<file path="config.mk">
export PLATFORM = sky130hd
export DESIGN_NAME = smc_wait_timer
export DESIGN_NICKNAME = d
export VERILOG_FILES = /design/src/rtl/smc_pkg.sv /design/src/rtl/smc_ack_sync.sv /design/src/rtl/smc_cfg_check.sv /design/src/rtl/smc_access_fsm.sv /design/src/rtl/smc_wait_timer.sv
export SDC_FILE = /design/constraint.sdc
export NUM_CORES = 1
export LEC_CHECK = 0
export ABC_AREA = 1
export BUFFER_PORTS_ARGS = -buffer_cell sky130_fd_sc_hd__buf_2
export CORE_ASPECT_RATIO = 0.5
export CORE_MARGIN = 8
export CORE_UTILIZATION = 30
export CTS_BUF_LIST = sky130_fd_sc_hd__clkbuf_4 sky130_fd_sc_hd__clkbuf_8 sky130_fd_sc_hd__clkbuf_16
export DETAILED_ROUTE_END_ITERATION = 10
export GPL_TIMING_DRIVEN = 0
export PLACE_DENSITY = 0.51
export SLEW_MARGIN = 20
export SYNTH_ARGS = -nofsm -noshare
export SYNTH_HDL_FRONTEND = slang
export SYNTH_SLANG_ARGS = --single-unit
</file>
<file path="constraint.sdc">
create_clock -name clk_i -period 2.18 [get_ports clk_i]
set_input_delay 0.436 -clock clk_i [delete_from_list [all_inputs] [get_ports clk_i]]
set_output_delay 0.436 -clock clk_i [all_outputs]
set_load 0.1 [all_outputs]
</file>
<file path="src/rtl/smc_pkg.sv">
package smc_pkg;
  typedef enum logic [1:0] {ST_IDLE, ST_ACT, ST_FIN} acc_state_e;
endpackage

</file>
<file path="src/rtl/smc_ack_sync.sv">
module smc_ack_sync (
  input  logic clk_i,
  input  logic rst_ni,
  input  logic ack_i,
  output logic ack_s_o
);
  logic [1:0] sync_q;

  always_ff @(posedge clk_i or negedge rst_ni) begin
    if (!rst_ni) sync_q <= '0;
    else         sync_q <= {sync_q[0], ack_i};
  end

  assign ack_s_o = sync_q[1];
endmodule

</file>
<file path="src/rtl/smc_cfg_check.sv">
module smc_cfg_check #(
  parameter int NUM_CS = 4,
  parameter int DLY_W  = 8,
  parameter int EXT_W  = 16,
  localparam int CS_W  = $clog2(NUM_CS),
  localparam int CNT_W = (DLY_W > EXT_W) ? DLY_W : EXT_W
) (
  input  logic                    we_i,
  input  logic [CS_W-1:0]         sel_i,
  input  logic [NUM_CS-1:0]       wprot_i,
  input  logic [NUM_CS-1:0]       ext_en_i,
  input  logic [NUM_CS-1:0]       page_en_i,
  input  logic [NUM_CS*DLY_W-1:0] rd_dly_i,
  input  logic [NUM_CS*DLY_W-1:0] wr_dly_i,
  input  logic [EXT_W-1:0]        ext_dly_i,
  output logic                    reject_o,
  output logic                    ext_o,
  output logic [CNT_W-1:0]        load_o
);
  logic [DLY_W-1:0] rd_sel, wr_sel;

  assign rd_sel   = rd_dly_i[sel_i*DLY_W +: DLY_W];
  assign wr_sel   = wr_dly_i[sel_i*DLY_W +: DLY_W];
  assign ext_o    = ext_en_i[sel_i];
  // illegal mode pair, or write into a protected select
  assign reject_o = (ext_en_i[sel_i] && page_en_i[sel_i]) || (we_i && wprot_i[sel_i]);

  always_comb begin
    if (ext_o)     load_o = CNT_W'(ext_dly_i);
    else if (we_i) load_o = CNT_W'(wr_sel);
    else           load_o = CNT_W'(rd_sel);
  end
endmodule

</file>
<file path="src/rtl/smc_access_fsm.sv">
module smc_access_fsm
  import smc_pkg::*;
#(
  parameter int NUM_CS = 4,
  parameter int CNT_W  = 16,
  localparam int CS_W  = $clog2(NUM_CS)
) (
  input  logic              clk_i,
  input  logic              rst_ni,
  input  logic              req_i,
  input  logic [CS_W-1:0]   sel_i,
  input  logic              reject_i,
  input  logic              ext_i,
  input  logic [CNT_W-1:0]  load_i,
  input  logic              ack_s_i,
  output logic [NUM_CS-1:0] cs_n_o,
  output logic              busy_o,
  output logic              done_o,
  output logic              err_o,
  output logic              timeout_o
);
  acc_state_e       state_q;
  logic [CNT_W-1:0] cnt_q;
  logic [CS_W-1:0]  sel_q;
  logic             ext_q, err_q, to_q;

  always_ff @(posedge clk_i or negedge rst_ni) begin
    if (!rst_ni) begin
      state_q <= ST_IDLE;
      cnt_q   <= '0;
      sel_q   <= '0;
      ext_q   <= 1'b0;
      err_q   <= 1'b0;
      to_q    <= 1'b0;
    end else begin
      unique case (state_q)
        ST_IDLE: if (req_i) begin
          sel_q <= sel_i;
          ext_q <= ext_i;
          cnt_q <= load_i;
          err_q <= reject_i;
          to_q  <= 1'b0;
          state_q <= reject_i ? ST_FIN : ST_ACT;
        end
        ST_ACT: begin
          if (ext_q && ack_s_i) begin
            state_q <= ST_FIN;
          end else if (cnt_q == '0) begin
            to_q    <= ext_q;
            state_q <= ST_FIN;
          end else begin
            cnt_q <= cnt_q - 1'b1;
          end
        end
        ST_FIN:  state_q <= ST_IDLE;
        default: state_q <= ST_IDLE;
      endcase
    end
  end

  for (genvar i = 0; i < NUM_CS; i++) begin : g_cs
    assign cs_n_o[i] = !((state_q == ST_ACT) && (sel_q == CS_W'(i)));
  end

  assign busy_o    = (state_q != ST_IDLE);
  assign done_o    = (state_q == ST_FIN);
  assign err_o     = done_o && err_q;
  assign timeout_o = done_o && to_q;


  ack_ends_chk: assert property (@(posedge clk_i) disable iff (!rst_ni)
    (state_q == ST_ACT && ext_q && ack_s_i) |=> (done_o && !timeout_o));

  count_end_chk: assert property (@(posedge clk_i) disable iff (!rst_ni)
    (state_q == ST_ACT && cnt_q == '0) |=> done_o);

  sel_hold_chk: assert property (@(posedge clk_i) disable iff (!rst_ni)
    (state_q == ST_ACT) |=> $stable(sel_q));
endmodule

</file>
<file path="src/rtl/smc_wait_timer.sv">
module smc_wait_timer #(
  parameter int NUM_CS = 4,
  parameter int DLY_W  = 8,
  parameter int EXT_W  = 16,
  localparam int CS_W  = $clog2(NUM_CS),
  localparam int CNT_W = (DLY_W > EXT_W) ? DLY_W : EXT_W
) (
  input  logic                    clk_i,
  input  logic                    rst_ni,
  input  logic                    req_i,
  input  logic                    we_i,
  input  logic [CS_W-1:0]         sel_i,
  input  logic [NUM_CS-1:0]       wprot_i,
  input  logic [NUM_CS-1:0]       ext_en_i,
  input  logic [NUM_CS-1:0]       page_en_i,
  input  logic [NUM_CS*DLY_W-1:0] rd_dly_i,
  input  logic [NUM_CS*DLY_W-1:0] wr_dly_i,
  input  logic [EXT_W-1:0]        ext_dly_i,
  input  logic                    ack_i,
  output logic [NUM_CS-1:0]       cs_n_o,
  output logic                    busy_o,
  output logic                    done_o,
  output logic                    err_o,
  output logic                    timeout_o
);
  logic             ack_s, reject, ext_mode;
  logic [CNT_W-1:0] load_val;

  smc_ack_sync u_sync (
    .clk_i  (clk_i),
    .rst_ni (rst_ni),
    .ack_i  (ack_i),
    .ack_s_o(ack_s)
  );

  smc_cfg_check #(.NUM_CS(NUM_CS), .DLY_W(DLY_W), .EXT_W(EXT_W)) u_cfg (
    .we_i     (we_i),
    .sel_i    (sel_i),
    .wprot_i  (wprot_i),
    .ext_en_i (ext_en_i),
    .page_en_i(page_en_i),
    .rd_dly_i (rd_dly_i),
    .wr_dly_i (wr_dly_i),
    .ext_dly_i(ext_dly_i),
    .reject_o (reject),
    .ext_o    (ext_mode),
    .load_o   (load_val)
  );

  smc_access_fsm #(.NUM_CS(NUM_CS), .CNT_W(CNT_W)) u_fsm (
    .clk_i    (clk_i),
    .rst_ni   (rst_ni),
    .req_i    (req_i),
    .sel_i    (sel_i),
    .reject_i (reject),
    .ext_i    (ext_mode),
    .load_i   (load_val),
    .ack_s_i  (ack_s),
    .cs_n_o   (cs_n_o),
    .busy_o   (busy_o),
    .done_o   (done_o),
    .err_o    (err_o),
    .timeout_o(timeout_o)
  );


  cs_onehot_chk: assert property (@(posedge clk_i) disable iff (!rst_ni)
    $onehot0(~cs_n_o));

  done_pulse_chk: assert property (@(posedge clk_i) disable iff (!rst_ni)
    done_o |=> !done_o);

  err_with_done_chk: assert property (@(posedge clk_i) disable iff (!rst_ni)
    err_o |-> (done_o && &cs_n_o));

  to_with_done_chk: assert property (@(posedge clk_i) disable iff (!rst_ni)
    timeout_o |-> (done_o && !err_o));

  done_busy_chk: assert property (@(posedge clk_i) disable iff (!rst_ni)
    done_o |-> busy_o);
endmodule

</file>
; ---- Word-level counts from Yosys, hierarchy flattened
; Index checks and enable logic that the tools add are counted.
[word_totals]
regBits = 25
in_bits = 99
output_inout_bits = 8
wordCells = 65
[op_classes]
add_sub_neg = 1
order_cmp = 1
eq_ne = 10
shifts = 2
mux = 21
reduce_logical = 23
[op_table]
columns = cell, count
row1 = $mux 16, 4
row2 = $shiftx 32x6->8, 2
row3 = $pmux 16 s2, 1
row4 = $logic_not 16->1, 1
row5 = $sub 16x1->16 const B, 1
row6 = $logic_and 1x1->1, 9
row7 = $mux 2, 4
row8 = $mux 8, 1
row9 = $reduce_and 4->1, 2
row10 = $bmux 1 s2, 3
row11 = $eq 2x2->1 const B, 3
row12 = $mux 1, 6
row13 = $ne 2x2->1 const B, 3
row14 = $eq 2x1->1 const B, 2
row15 = $logic_not 1->1, 4
row16 = $logic_not 2->1, 2
row17 = $pmux 2 s2, 1
row18 = $reduce_and 2->1, 2
row19 = $reduce_bool 2->1, 2
row20 = $lt 2x3->1 const B, 1
row21 = $ne 3x1->1 const B, 1
row22 = $ne 2x1->1 const B, 1
row23 = $pmux 1 s2, 1
row24 = $logic_or 1x1->1, 1

; ---- Depth between registers and ports, before layout
[depth]
word_depth = 7
mapped_depth = 12
mapped_depth_nobuf = 11

; ---- Modules after synthesis
; Synthesis repeated with hierarchy kept, for this count alone.
[hier_totals]
cells_unflattened = 497
area_unflattened_um2 = 2690.1
[modules_own_cells]
columns = module, n_inst, cells_per_inst, area_each_um2, seq_area_each_um2
row1 = smc_access_fsm, 1, 248, 1612.8, 575.6
row2 = smc_cfg_check, 1, 247, 1027.2, 0.0
row3 = smc_ack_sync, 1, 2, 50.0, 50.0

; ---- Worst setup path after synthesis
; Ideal clock, no wire load.
[synth_path]
kind = reg2out
start = register u_fsm.state_q[1]
end = output port done_o
t_arrival_ns = 1.724
required_time_ns = 1.744
path_slack_ns = 0.020
path_stages_with_launch = 3
n_path_buf = 0
cell_sequence = dfrtp_1 inv_1 nor2_1
[synth_between]
elab_chain_len = 1
[synth_lines]
columns = element, line_no
row1 = start: declaration, smc_access_fsm.sv:22  ; acc_state_e state_q;
row2 = start signal: assignment, smc_access_fsm.sv:43  ; state_q <= reject_i ? ST_FIN : ST_ACT;
row3 = $eq 2x2->1, smc_access_fsm.sv:66  ; assign done_o = (state_q == ST_FIN);
row4 = end: declaration, smc_wait_timer.sv:22  ; output logic done_o,
; Every way passes these cells.

; ---- Worst setup path after layout
[layout_path]
start = register u_fsm.state_q[1]
end = output port cs_n_o[1]
[layout_between]
elab_chain_len = 3
[layout_lines]
columns = element, line_no
row1 = $eq 2x1->1, smc_access_fsm.sv:62  ; assign cs_n_o[i] = !((state_q == ST_ACT) && (sel_q == CS_W'(i)));
row2 = $logic_and 1x1->1, smc_access_fsm.sv:62
row3 = $logic_not 1->1, smc_access_fsm.sv:62
row4 = end: declaration, smc_wait_timer.sv:20  ; output logic [NUM_CS-1:0] cs_n_o,
; Every way passes these cells.

==> impl_metrics.toml <==
[run_status]
status = "completed"

[routing]
dr_total_vias = 3158
wire_per_inst_um = 12.6
via_per_inst = 4.42
drtPass1Iterations = 4
post-route-drc-count = 0
routed_wl_um = 8990
drt_iter0_markers = 141
ant_nets = 0

[setup_path]
ff2ff_path_depth = 10
r2r-end = "u_fsm.cnt_q[6]$_DFFE_PN0P_"
arrival_ns = 1.58
cp_data_required_time_ns = 1.74
worstPathMaxFanout = 10
r2r_setup_slack_ns = 0.45
crit_type = "reg2out"
r2r_start = "u_fsm.cnt_q[0]$_DFFE_PN0P_"
crit_path_end_kind = "output port"
cp-start-kind = "register"

[place]
dp_slack_ns = 0.428
io_buffer_count = 105
dp_hpwl_um = 7300
routabilityCongestion = 0.809

[die]
die_area_mm2 = 0.0121
core_area_mm2 = 0.00856
rows = 24
ios = 107
die_h_um = 81.8
initial_core_util = 0.303
die_w_um = 148

[yosys]
ys.warnings.count = 0
syn_nets = 589
syn_area_per_cell_um2 = 5.31
synth_cells = 489
ys_ff_latch = 25
synth_top_area_share = 0.354
synth.distinct_cells = 25
synth_top_cell_by_area = "nand2_1"
synth_area_leaders = "nand2_1 35%, dfrtp_1 24%, nand3_1 13%, inv_1 7.4%, nor2_1 6.4%"
yosysSeqAreaShare = 0.241
netlist_area_mm2 = 0.00260

[timing]
fin_skew_ns = 0.00423
setup-tns-final_ns = 0
tightest_slew_ns = 0.607
drv_slew = 0
rsz0062_at_grt = "no"
timing.slew.headroom = 0.595
timing.final.crit_share = 0.925
fmaxAchievable_ghz = 0.496
worst_slack_ns = 0.163
hold_violations = 0
setup_violations = 0
whs_ns = 0.173
post-route-min-period_ns = 2.02

[pwr]
p_leak_nw = 2.00
peakVddDrop_uv = 261
p_total_mw = 1.18
power.density_mw_per_mm2 = 352

[cts]
cts-root-buf = "clkbuf_16"
post_cts_resize_count = 0
ctsLongestPathBuffers = 2
cts-hold-fix-buffers = 0
cts_setup_buffers = 0
cts_buffers = 3
tritoncts = "built"
clk_pin_slew_worst_paths_ns = 0.07
clock_sinks = 25
clock_latency_ns = 0.26
htree_levels = 1

[global_route]
track_usage = 0.148
grt-ovfl-total = 0
grt_pass1_wl_um = 14600
grt_pass1_vias = 3127
antenna_found_initial = 1
grt_max_degree = 26

[finish]
nets = 699
area_growth_syn_to_layout_pct = 29.1
fillers = 998
antennaDiodeCount = 0
layout-drive-gt1-share = 0.229

[run]
drv_cap = 0

[min_path]
min_path_type = "in2async"
metal layers:
layer | part of all wire | vias up | track usage | wire length [um]
met5 | 0.0013 | - | 0 | 12
met4 | 0.0066 | 2 | 0.0303 | 59
met3 | 0.066 | 6 | 0.0418 | 589
met2 | 0.44 | 80 | 0.240 | 3920
met1 | 0.49 | 1359 | 0.196 | 4410
li1 | - | 1711 | - | -
synth_stat cells, drive strengths merged:
cell / n
nand4: 1
o21bai: 1
and3: 2
clkbuf: 6
o21ai: 12
a21oi: 3
clkinv: 1
dfrtp: 25
nand2: 249
buf: 14
inv: 54
nand3: 71
ha: 1
nor2: 49
cell families after synthesis:
kind of cell    after synthesis  share of synthesized area
compound gates               16                     0.0318
simple gates                372                      0.598
flops                        25                      0.241
buf+inv                      75                      0.124
fa+ha+maj                     1                    0.00482
registers in the layout, summed over array words and instances (netlist names):
register	flops
u_fsm.sel_q	2
u_fsm.to_q	1
u_sync.sync_q	2
u_fsm.ext_q	1
u_fsm.err_q	1
u_fsm.cnt_q	16
u_fsm.state_q	2
area by class of cell:
class,count,area (um^2),share of cell area
buffer,20,114,0.0340
clock buffer,3,75.1,0.0224
clock inverter,1,7.51,0.00224
inverter,55,209,0.0624
multi-input combinational,389,1650,0.492
sequential,25,626,0.187
tap,117,146,0.0437
timing repair buffer,105,526,0.157
report_power, final:
part           internal, mW  switching, mW  total, mW
Sequential            0.465       0.000477      0.466
Combinational         0.122          0.162      0.284
Clock                 0.250          0.180      0.429
Total                 0.837          0.342       1.18
metrics by stage:
step                utilization  cells  area, um^2
floorplan                     -    489        2600
global placement          0.382    711        3270
detailed placement        0.382    711        3270
CTS                       0.392    715        3350
global route              0.392    715        3350
finish                    0.392    715        3350
critical path, cell delays in order, from the launching register on:
cell and delay, ns:
dfrtp_1 0.45, nor2_4 0.19, buf_2 0.27, nand3_1 0.10
buf_2 0.30
how the worst max path moves through the flow:
stage	start	to	slack (ns)	depth (start not counted)
after floorplan	u_fsm.state_q[1]$_DFFE_PN0P_	done_o	0.02	2
after detailed placement	sel_i[1]	u_fsm.err_q$_DFFE_PN0P_	0.43	10
after global placement	sel_i[1]	u_fsm.err_q$_DFFE_PN0P_	0.44	10
after global routing	u_fsm.state_q[0]$_DFFE_PN0P_	cs_n_o[2]	0.07	5
final	u_fsm.state_q[1]$_DFFE_PN0P_	cs_n_o[1]	0.16	4
after CTS	u_fsm.state_q[1]$_DFFE_PN0P_	cs_n_o[1]	0.14	4
cells in the final DEF (no fill, tap or decap), drive strengths merged:
cell type  instances
inv               54
and3               2
o21ai             12
clkinv             1
ha                 1
nand3             71
a21oi              3
nand2            249
nor2              49
o21bai             1
clkinvlp           1
buf              119
clkbuf             9
dfrtp             25
nand4              1
(Power assumes the default switching activity.)
